--- src/rtl/bt_irq_pkg.sv ---
package bt_irq_pkg;

  localparam int unsigned MASK_W   = 8;
  localparam int unsigned EN_BIT   = 0;
  localparam int unsigned PEND_BIT = 1;

  typedef struct packed {
    logic pend;
    logic en;
  } irq_state_t;

  // Bit 0 of a mask write: enable edge handling.
  function automatic irq_state_t f_apply_enable(irq_state_t s, logic new_en, logic atn_any);
    irq_state_t r;
    r = s;
    if (new_en != s.en) begin
      if (new_en) begin
        if (atn_any) r.pend = 1'b1;
        r.en = 1'b1;
      end else begin
        r.pend = 1'b0;
        r.en   = 1'b0;
      end
    end
    return r;
  endfunction

  // Bit 1 of a mask write: write-one-to-clear pending.
  function automatic irq_state_t f_apply_ack(irq_state_t s, logic ack);
    irq_state_t r;
    r = s;
    if (ack && s.pend) r.pend = 1'b0;
    return r;
  endfunction

  function automatic irq_state_t f_apply_response(irq_state_t s, logic hit);
    irq_state_t r;
    r = s;
    if (hit && !s.pend && s.en) r.pend = 1'b1;
    return r;
  endfunction

  function automatic irq_state_t f_apply_sms(irq_state_t s, logic rise, logic fall,
                                             logic want_irq, logic b2h);
    irq_state_t r;
    r = s;
    if (rise && want_irq && !b2h && s.en) r.pend = 1'b1;
    if (fall && !b2h && s.pend)           r.pend = 1'b0;
    return r;
  endfunction

  function automatic irq_state_t f_apply_reset(irq_state_t s, logic req, logic cold);
    irq_state_t r;
    r = s;
    if (req && cold) begin
      r.pend = 1'b0;
      r.en   = 1'b0;
    end
    return r;
  endfunction

endpackage

--- src/rtl/bt_sms_flag.sv ---
module bt_sms_flag (
  input  logic clk,
  input  logic rst_n,
  input  logic host_clr,
  input  logic req_valid,
  input  logic req_val,
  output logic flag_q,
  output logic flag_d,
  output logic rise_evt,
  output logic fall_evt
);

  logic after_host;
  logic changes;

  always_comb begin
    after_host = flag_q & ~host_clr;
    changes    = req_valid && (req_val != after_host);
    rise_evt   = changes && req_val;
    fall_evt   = changes && !req_val;
    flag_d     = changes ? req_val : after_host;
  end

  always_ff @(posedge clk or negedge rst_n) begin
    if (!rst_n) flag_q <= 1'b0;
    else        flag_q <= flag_d;
  end

endmodule

--- src/rtl/bt_mask_core.sv ---
module bt_mask_core
  import bt_irq_pkg::*;
(
  input  logic       clk,
  input  logic       rst_n,
  input  logic       sms_rise,
  input  logic       sms_fall,
  input  logic       sms_next,
  input  logic       req_irq,
  input  logic       b2h_atn,
  input  logic       rsp_ready,
  input  logic       wr_en,
  input  logic       wr_en_bit,
  input  logic       wr_ack_bit,
  input  logic       reset_req,
  input  logic       reset_cold,
  output irq_state_t state_q,
  output irq_state_t state_d
);

  irq_state_t s_sms, s_rsp, s_en, s_ack;

  always_comb begin
    s_sms = f_apply_sms(state_q, sms_rise, sms_fall, req_irq, b2h_atn);
    s_rsp = f_apply_response(s_sms, rsp_ready);
    s_en  = wr_en ? f_apply_enable(s_rsp, wr_en_bit, b2h_atn | sms_next) : s_rsp;
    s_ack = wr_en ? f_apply_ack(s_en, wr_ack_bit) : s_en;
    state_d = f_apply_reset(s_ack, reset_req, reset_cold);
  end

  always_ff @(posedge clk or negedge rst_n) begin
    if (!rst_n) state_q <= '0;
    else        state_q <= state_d;
  end

endmodule

--- src/rtl/bt_irq_drive.sv ---
module bt_irq_drive #(
  parameter bit USE_IRQ = 1'b1
) (
  input  logic clk,
  input  logic rst_n,
  input  logic pend_next,
  input  logic glb_en,
  output logic irq_q
);

  logic level_d;

  generate
    if (USE_IRQ) begin : g_used
      assign level_d = pend_next & glb_en;
    end else begin : g_unused
      assign level_d = 1'b0;
    end
  endgenerate

  always_ff @(posedge clk or negedge rst_n) begin
    if (!rst_n) irq_q <= 1'b0;
    else        irq_q <= level_d;
  end

endmodule

--- src/rtl/bt_irq_ctrl.sv ---
module bt_irq_ctrl
  import bt_irq_pkg::*;
#(
  parameter bit USE_IRQ = 1'b1
) (
  input  logic              clk,
  input  logic              rst_n,
  input  logic              mask_wr_en,
  input  logic [MASK_W-1:0] mask_wr_data,
  output logic [MASK_W-1:0] mask_rdata,
  input  logic              b2h_atn,
  input  logic              host_sms_clr,
  input  logic              atn_req_valid,
  input  logic              atn_req_val,
  input  logic              atn_req_irq,
  input  logic              rsp_ready,
  input  logic              reset_req,
  input  logic              reset_cold,
  input  logic              irq_glb_en,
  output logic              sms_atn,
  output logic              irq
);

  logic       sms_d;
  logic       sms_rise_evt;
  logic       sms_fall_evt;
  irq_state_t st_q;
  irq_state_t st_d;

  bt_sms_flag u_sms (
    .clk      (clk),
    .rst_n    (rst_n),
    .host_clr (host_sms_clr),
    .req_valid(atn_req_valid),
    .req_val  (atn_req_val),
    .flag_q   (sms_atn),
    .flag_d   (sms_d),
    .rise_evt (sms_rise_evt),
    .fall_evt (sms_fall_evt)
  );

  bt_mask_core u_core (
    .clk       (clk),
    .rst_n     (rst_n),
    .sms_rise  (sms_rise_evt),
    .sms_fall  (sms_fall_evt),
    .sms_next  (sms_d),
    .req_irq   (atn_req_irq),
    .b2h_atn   (b2h_atn),
    .rsp_ready (rsp_ready),
    .wr_en     (mask_wr_en),
    .wr_en_bit (mask_wr_data[EN_BIT]),
    .wr_ack_bit(mask_wr_data[PEND_BIT]),
    .reset_req (reset_req),
    .reset_cold(reset_cold),
    .state_q   (st_q),
    .state_d   (st_d)
  );

  bt_irq_drive #(.USE_IRQ(USE_IRQ)) u_drive (
    .clk      (clk),
    .rst_n    (rst_n),
    .pend_next(st_d.pend),
    .glb_en   (irq_glb_en),
    .irq_q    (irq)
  );

  always_comb begin
    mask_rdata           = '0;
    mask_rdata[EN_BIT]   = st_q.en;
    mask_rdata[PEND_BIT] = st_q.pend;
  end

endmodule

--- config.mk ---
export PLATFORM = sky130hd
export DESIGN_NAME = bt_irq_ctrl
export DESIGN_NICKNAME = d
export VERILOG_FILES = /design/src/rtl/bt_irq_pkg.sv /design/src/rtl/bt_sms_flag.sv /design/src/rtl/bt_mask_core.sv /design/src/rtl/bt_irq_drive.sv /design/src/rtl/bt_irq_ctrl.sv
export SDC_FILE = /design/constraint.sdc
export NUM_CORES = 1
export LEC_CHECK = 0
export CORE_AREA = 4 4 41 43
export DETAILED_ROUTE_END_ITERATION = 7
export DIE_AREA = 0 0 45 47
export PLACE_DENSITY = 0.63
export REMOVE_ABC_BUFFERS = 1
export SYNTH_ARGS = -nofsm -noshare
export SYNTH_HDL_FRONTEND = slang
export SYNTH_SLANG_ARGS = --single-unit
export TNS_END_PERCENT = 20
--- constraint.sdc ---
create_clock -name clk -period 2.02 [get_ports clk]
set_input_delay 0.202 -clock clk [delete_from_list [all_inputs] [get_ports clk]]
set_output_delay 0.202 -clock clk [all_outputs]
set_load 0.005 [all_outputs]
==> results of run 1 <==
==> final cells by class <==
cell class,instances,share of cell area
Multi-Input combinational cell,25,0.358
Clock buffer,3,0.0448
Timing Repair Buffer,17,0.338
Sequential cell,4,0.199
Tap cell,15,0.0373
Inverter,3,0.0224
==> Yosys cell counts <==
| library cell | count | area [µm²] |
|---|---|---|
| or2_2 | 1 | 6.26 |
| and2_1 | 1 | 6.26 |
| nand2b_4 | 1 | 13.8 |
| ha_1 | 1 | 12.5 |
| a41oi_1 | 1 | 8.76 |
| buf_4 | 6 | 45.0 |
| inv_1 | 3 | 11.3 |
| o32ai_1 | 2 | 17.5 |
| nor2b_1 | 1 | 6.26 |
| nor2_1 | 1 | 3.75 |
| a2111oi_2 | 1 | 15.0 |
| nand2_1 | 1 | 3.75 |
| dfrtp_1 | 4 | 100 |
| o211ai_1 | 1 | 7.51 |
| nor3b_2 | 1 | 12.5 |
| a21oi_1 | 1 | 5.00 |
| o21ba_2 | 1 | 10.0 |
| o2111ai_1 | 1 | 8.76 |
| mux2i_1 | 1 | 10.0 |
| o21ai_0 | 2 | 10.0 |
| conb_1 | 1 | 3.75 |
==> flip-flops by register name, summed over array words and instances, names as in the netlist <==
signal,flops
u_core.state_q,2
u_drive.irq_q,1
u_sms.flag_q,1
==> where the power goes <==
| group | switching (µW) | internal, µW |
|---|---|---|
| registers | 12.5 | 92.2 |
| logic | 36.8 | 65.1 |
| clock network | 36.1 | 66.7 |
==> final timing paths <==
| kind | from | end | slack [ps] |
|---|---|---|---|
| max reg2reg | u_core.state_q[0] | u_drive.irq_q | 560 |
| max | u_core.state_q[0] | u_drive.irq_q | 560 |
| min | rst_n | u_core.state_q[1] | 160 |
| min in group clk | reset_cold | u_core.state_q[0] | 540 |
| max in group asynchronous | rst_n | u_drive.irq_q | 1700 |
| min reg2reg | u_core.state_q[0] | u_drive.irq_q | 640 |
==> metrics by stage <==
stage                     utilization  area [µm²]
after global placement          0.369         480
after global routing            0.387         503
after CTS                       0.387         503
after detailed placement        0.369         480
after floorplan                     -         292
final                           0.387         503
==> routing by layer <==
| layer | GRT usage | share of wire |
|---|---|---|
| met1 | 0.0668 | 0.32 |
| met2 | 0.124 | 0.54 |
| met3 | 0.0115 | 0.073 |
| met4 | 0.158 | 0.064 |
| met5 | 0 | 0 |
==> kinds of logic after synthesis <==
family                   count (synthesis)
other                                    1
AO/OA/AOI/OAI                           10
AND/OR/NAND/NOR                          7
flip-flops                               4
adder cells (fa/ha/maj)                  1
multiplexers                             1
buffers and inverters                    9
==> run summary, run 1 <==
Crit-path cells = inv_1 > ha_1 > o21ba_2 > o21ai_0 > o32ai_1
Root Driver = clkbuf_4
Die span in y = 47 µm
Placed instance count = 64
Most frequent cells in the layout = clkdlybuf4s50_1, conb_1, dfrtp_1
Cts-stage hold buffer count = 0
Compound-gate portion of the synthesized area = 0.260
Status = complete, no violations
Antenna violations before repair = 0
Post-CTS Setup Inserts = 0
Most common cell after layout, fill and taps aside = clkdlybuf4s50_1
First-pass DRT Iterations = 1
Final WL = 689 µm
First-pass GRT wire length = 1.07 mm
CORE AREA = 1300 µm²
Dpl ws = 338 ps
Layout Cells excl Fill = 67
Final Hold Fails = 0
Final slew viol count = 0
Crit path kind = reg -> reg
Data required time of the critical path = 2130 ps
CTS HTree Levels = 1
MaxCap Viol Count = 0
Synth warn = 0
DIE AREA = 2120 µm²
Worst Setup Start Kind = flip-flop
Pwr dens = 615 nW/µm²
WL/cell = 10.3 µm
Die width = 45 µm
Post_cts resized = 0
Clock skew = 1.54 ps
Routed Antenna Nets = 0
Port-buffer cells = 17
Worst EP arrival = 1570 ps
Longest Clk Path Bufs = 2
Pleak = 0.000211 µW
Synth Register Bits = 4
Crit Path Max Fanout = 5
Endpoints failing setup = 0
CP peak stage delay = 400 ps
WP buf/inv = 1
Final WS setup = 560 ps
Register Area = 100 µm²
Gpl congestion = 0.592
Initial Utilization = 0.244
Worst Hold Class = in -> async
Total negative slack = 0 ps
Worst path top cell family by delay = compound AO/OA/AOI/OAI gates
1st-iter DRT viols = 0
Total gr overflow = 0
Total chip power = 309 µW
Worst hold slack = 160 ps
RSZ-0062 raised after global routing = no
Post-Syn Area = 318 µm²
Seq/Total Area, Yosys = 0.315
Area grow syn2layout = 58.3%
Cells after Synth = 33
Clock Pin Slew Worst Setup and Hold Paths = 40 ps
Clock sinks = 4
CP endpoint kind = flip-flop
Number of diodes = 0
Area of the multi-input gates = 180 µm²
Simple-Gate Fraction of Synth Area = 0.165
Remaining DRCs = 0
Mux contribution to synthesized area = 0.0315
Crit. path cell count = 5
Largest family of logic cells by synthesized area = compound AO/OA/AOI/OAI gates
NumNets Final = 75
Crit path time final = 1460 ps
XOR/XNOR Fraction of Synth Area = 0
Detailed-route via count = 303
Filler cells = 144
Cells on worst reg2reg path = 5
CTS buffer count = 3
GRT Util Overall = 0.0817
Routed vias/inst = 4.52
Row count = 13
Post-synthesis adder-cell area fraction = 0.0394
CTS tree = done
Synthesized area per cell = 9.63 µm²
CP max-delay cell = dfrtp_1
Share of layout cells above drive strength 1 = 0.154
Number of global-route vias before repair = 277
Fmax = 0.685 GHz
Final Cycle Share = 0.723
Largest net degree at the start of global routing = 6
Clock latency on the worst-skew pair = 240 ps
Io pins = 30
Distinct cells, synth = 21
Max IR drop VDD = 138 µV
Note: power is estimated with default switching activity, not from simulation.
==> run 2: changes to the inputs <==
clock period = 1.4 ns   (was 2.02 ns; I/O delays follow)
==> run 2 against run 1 <==
Net effect: worst hold slack lost 49 ps; maximum frequency grew 8.8%; critical endpoint unchanged; die area is the same; critical path type unchanged; highest routed layer unchanged.
==> run summary, run 2 (same netlist as run 1, synthesis figures left out) <==
Status = complete, no violations
Pleak = 0.000227 µW (+7.7%)
Area grow syn2layout = 73.2%
First-pass DRT Iterations = 3 (+2)
1st-iter DRT viols = 1 (+1)
Clock power frac = 0.300 (-0.032)
Total negative slack = 0 ps (unchanged)
Total gr overflow = 0 (unchanged)
Sw Pwr = 132 µW (+54%)
Port-buffer cells = 17 (unchanged)
GRT Util Overall = 0.0738 (-0.00800)
WL/cell = 10.9 µm (+6.3%)
Data required time of the critical path = 1500 ps (-630 ps)
Pwr dens = 858 nW/µm² (+39%)
Post_cts resized = 0 (unchanged)
Clock Pin Slew Worst Setup and Hold Paths = 40 ps (about the same)
Crit path time final = 1340 ps (-118 ps)
Final Cycle Share = 0.959 (+0.236)
Most common cell after layout, fill and taps aside = clkdlybuf4s50_1
NumNets Final = 77 (+2.7%)
Number of global-route vias before repair = 282 (+1.8%)
Clock skew = 0.989 ps (-0.552 ps)
Crit path kind = reg -> reg
First-pass GRT wire length = 1.06 mm (-1.3%)
Worst Setup Start Kind = flip-flop
CTS HTree Levels = 1 (unchanged)
Final Hold Fails = 0 (unchanged)
Clock latency on the worst-skew pair = 230 ps (about the same)
Routed vias/inst = 4.61 (+1.9%)
Row count = 13 (unchanged)
CTS tree = done
Post-CTS Setup Inserts = 0 (unchanged)
Share of layout cells above drive strength 1 = 0.259 (+0.105)
Initial Utilization = 0.244 (unchanged)
Layout Cells excl Fill = 69 (+3.0%)
Placed instance count = 66 (+3.1%)
CTS buffer count = 3 (unchanged)
Longest Clk Path Bufs = 2 (unchanged)
Root Driver = clkbuf_4
CP endpoint kind = flip-flop
Worst Hold Class = in -> async
RSZ-0062 raised after global routing = yes
Int Pwr = 341 µW (+52%)
Hpwl dp = 636 µm
Gpl congestion = 0.592 (about the same)
Cts-stage hold buffer count = 0 (unchanged)
Reg power frac = 0.314 (-0.024)
Top flop regs = u_core.state_q: 2 flops, u_drive.irq_q: 1 flops, u_sms.flag_q: 1 flops
Max reg flops = 2 (unchanged)
Detailed-route via count = 318 (+5.0%)
Final instance area = 551 µm² (+9.5%)
Crit Path Max Fanout = 3 (-2)
Max IR drop VDD = 250 µV (+81%)
Largest Register = u_core.state_q
Gate power share = 0.386 (+0.057)
Number of diodes = 0 (unchanged)
Cells on worst reg2reg path = 5 (unchanged)
Largest net degree at the start of global routing = 5 (-1)
Io pins = 30 (unchanged)
Die span in y = 47 µm (unchanged)
Most frequent cells in the layout = clkdlybuf4s50_1, conb_1, dfrtp_1
Filler cells = 139 (-3.5%)
Worst EP arrival = 1440 ps (-130 ps)
Final WL = 754 µm (+9.4%)
Final slew viol count = 0 (unchanged)
Sw Share = 0.279 (+0.00286)
Fmax = 0.745 GHz (+8.8%)
Endpoints failing setup = 0 (unchanged)
DIE AREA = 2120 µm² (unchanged)
Clock sinks = 4 (unchanged)
Antenna violations before repair = 0 (unchanged)
Worst hold slack = 110 ps (-49.4 ps)
Routed Antenna Nets = 0 (unchanged)
MaxCap Viol Count = 0 (unchanged)
Placed cell areas = 495 µm² (+3.1%)
CORE AREA = 1300 µm² (unchanged)
Die width = 45 µm (unchanged)
Remaining DRCs = 0 (unchanged)
run 2: changes by cell type in the layout (fill, tap and decap cells not counted), sizes merged:
cell	before	now
buf	0	2
run 2: critical path, cell delays in order (launching register included):
cell	delay, ps
dfrtp_1	340
inv_1	50
ha_1	290
o21ba_2	250
o2111ai_2	180
o32ai_2	100
run 2: per-layer routing:
layer  routed length, µm  share of wire  vias up  GRT usage
li1                    -              -      151          -
met5                   0              0        -          0
met2                 419           0.56       11      0.124
met4                  19          0.025        0      0.105
met3                  56          0.074        2    0.00383
met1                 258           0.34      154     0.0690
run 2: power by group through the flow:
stage                     Clock, µW  Combinational [µW]  Sequential, µW
after global routing            155                 200             151
after detailed placement          0                 164             149
final                           142                 182             148
after global placement            0                 162             149
after floorplan                   0                63.2             151
after CTS                       148                 165             148
run 2: through the flow:
step                 util  total power (µW)  worst slack, ps
global route        0.423               506            -30.2
global placement    0.381               310             -154
CTS                 0.398               461             9.08
floorplan               -               214             42.3
finish              0.423               472             57.3
detailed placement  0.381               313             -207
run 2: final timing paths:
| check | end | start | slack [ps] |
|---|---|---|---|
| setup / recovery | u_drive.irq_q | u_core.state_q[0] | 60 |
| hold / removal | u_sms.flag_q | rst_n | 110 |
| setup reg to reg | u_drive.irq_q | u_core.state_q[0] | 60 |
| hold reg to reg | u_core.state_q[0] | u_core.state_q[0] | 680 |
| max in group asynchronous | u_core.state_q[0] | rst_n | 1120 |
| min in group clk | u_core.state_q[0] | reset_cold | 480 |
run 2: area by class of cell:
cell class / instances / area, µm² / area share
sequential: 4 / 100 / 0.182
multi-input combinational: 25 / 213 / 0.386
clock buffer: 3 / 22.5 / 0.0409
inverter: 3 / 11.3 / 0.0205
timing repair buffer: 19 / 185 / 0.336
tap: 15 / 18.8 / 0.0341
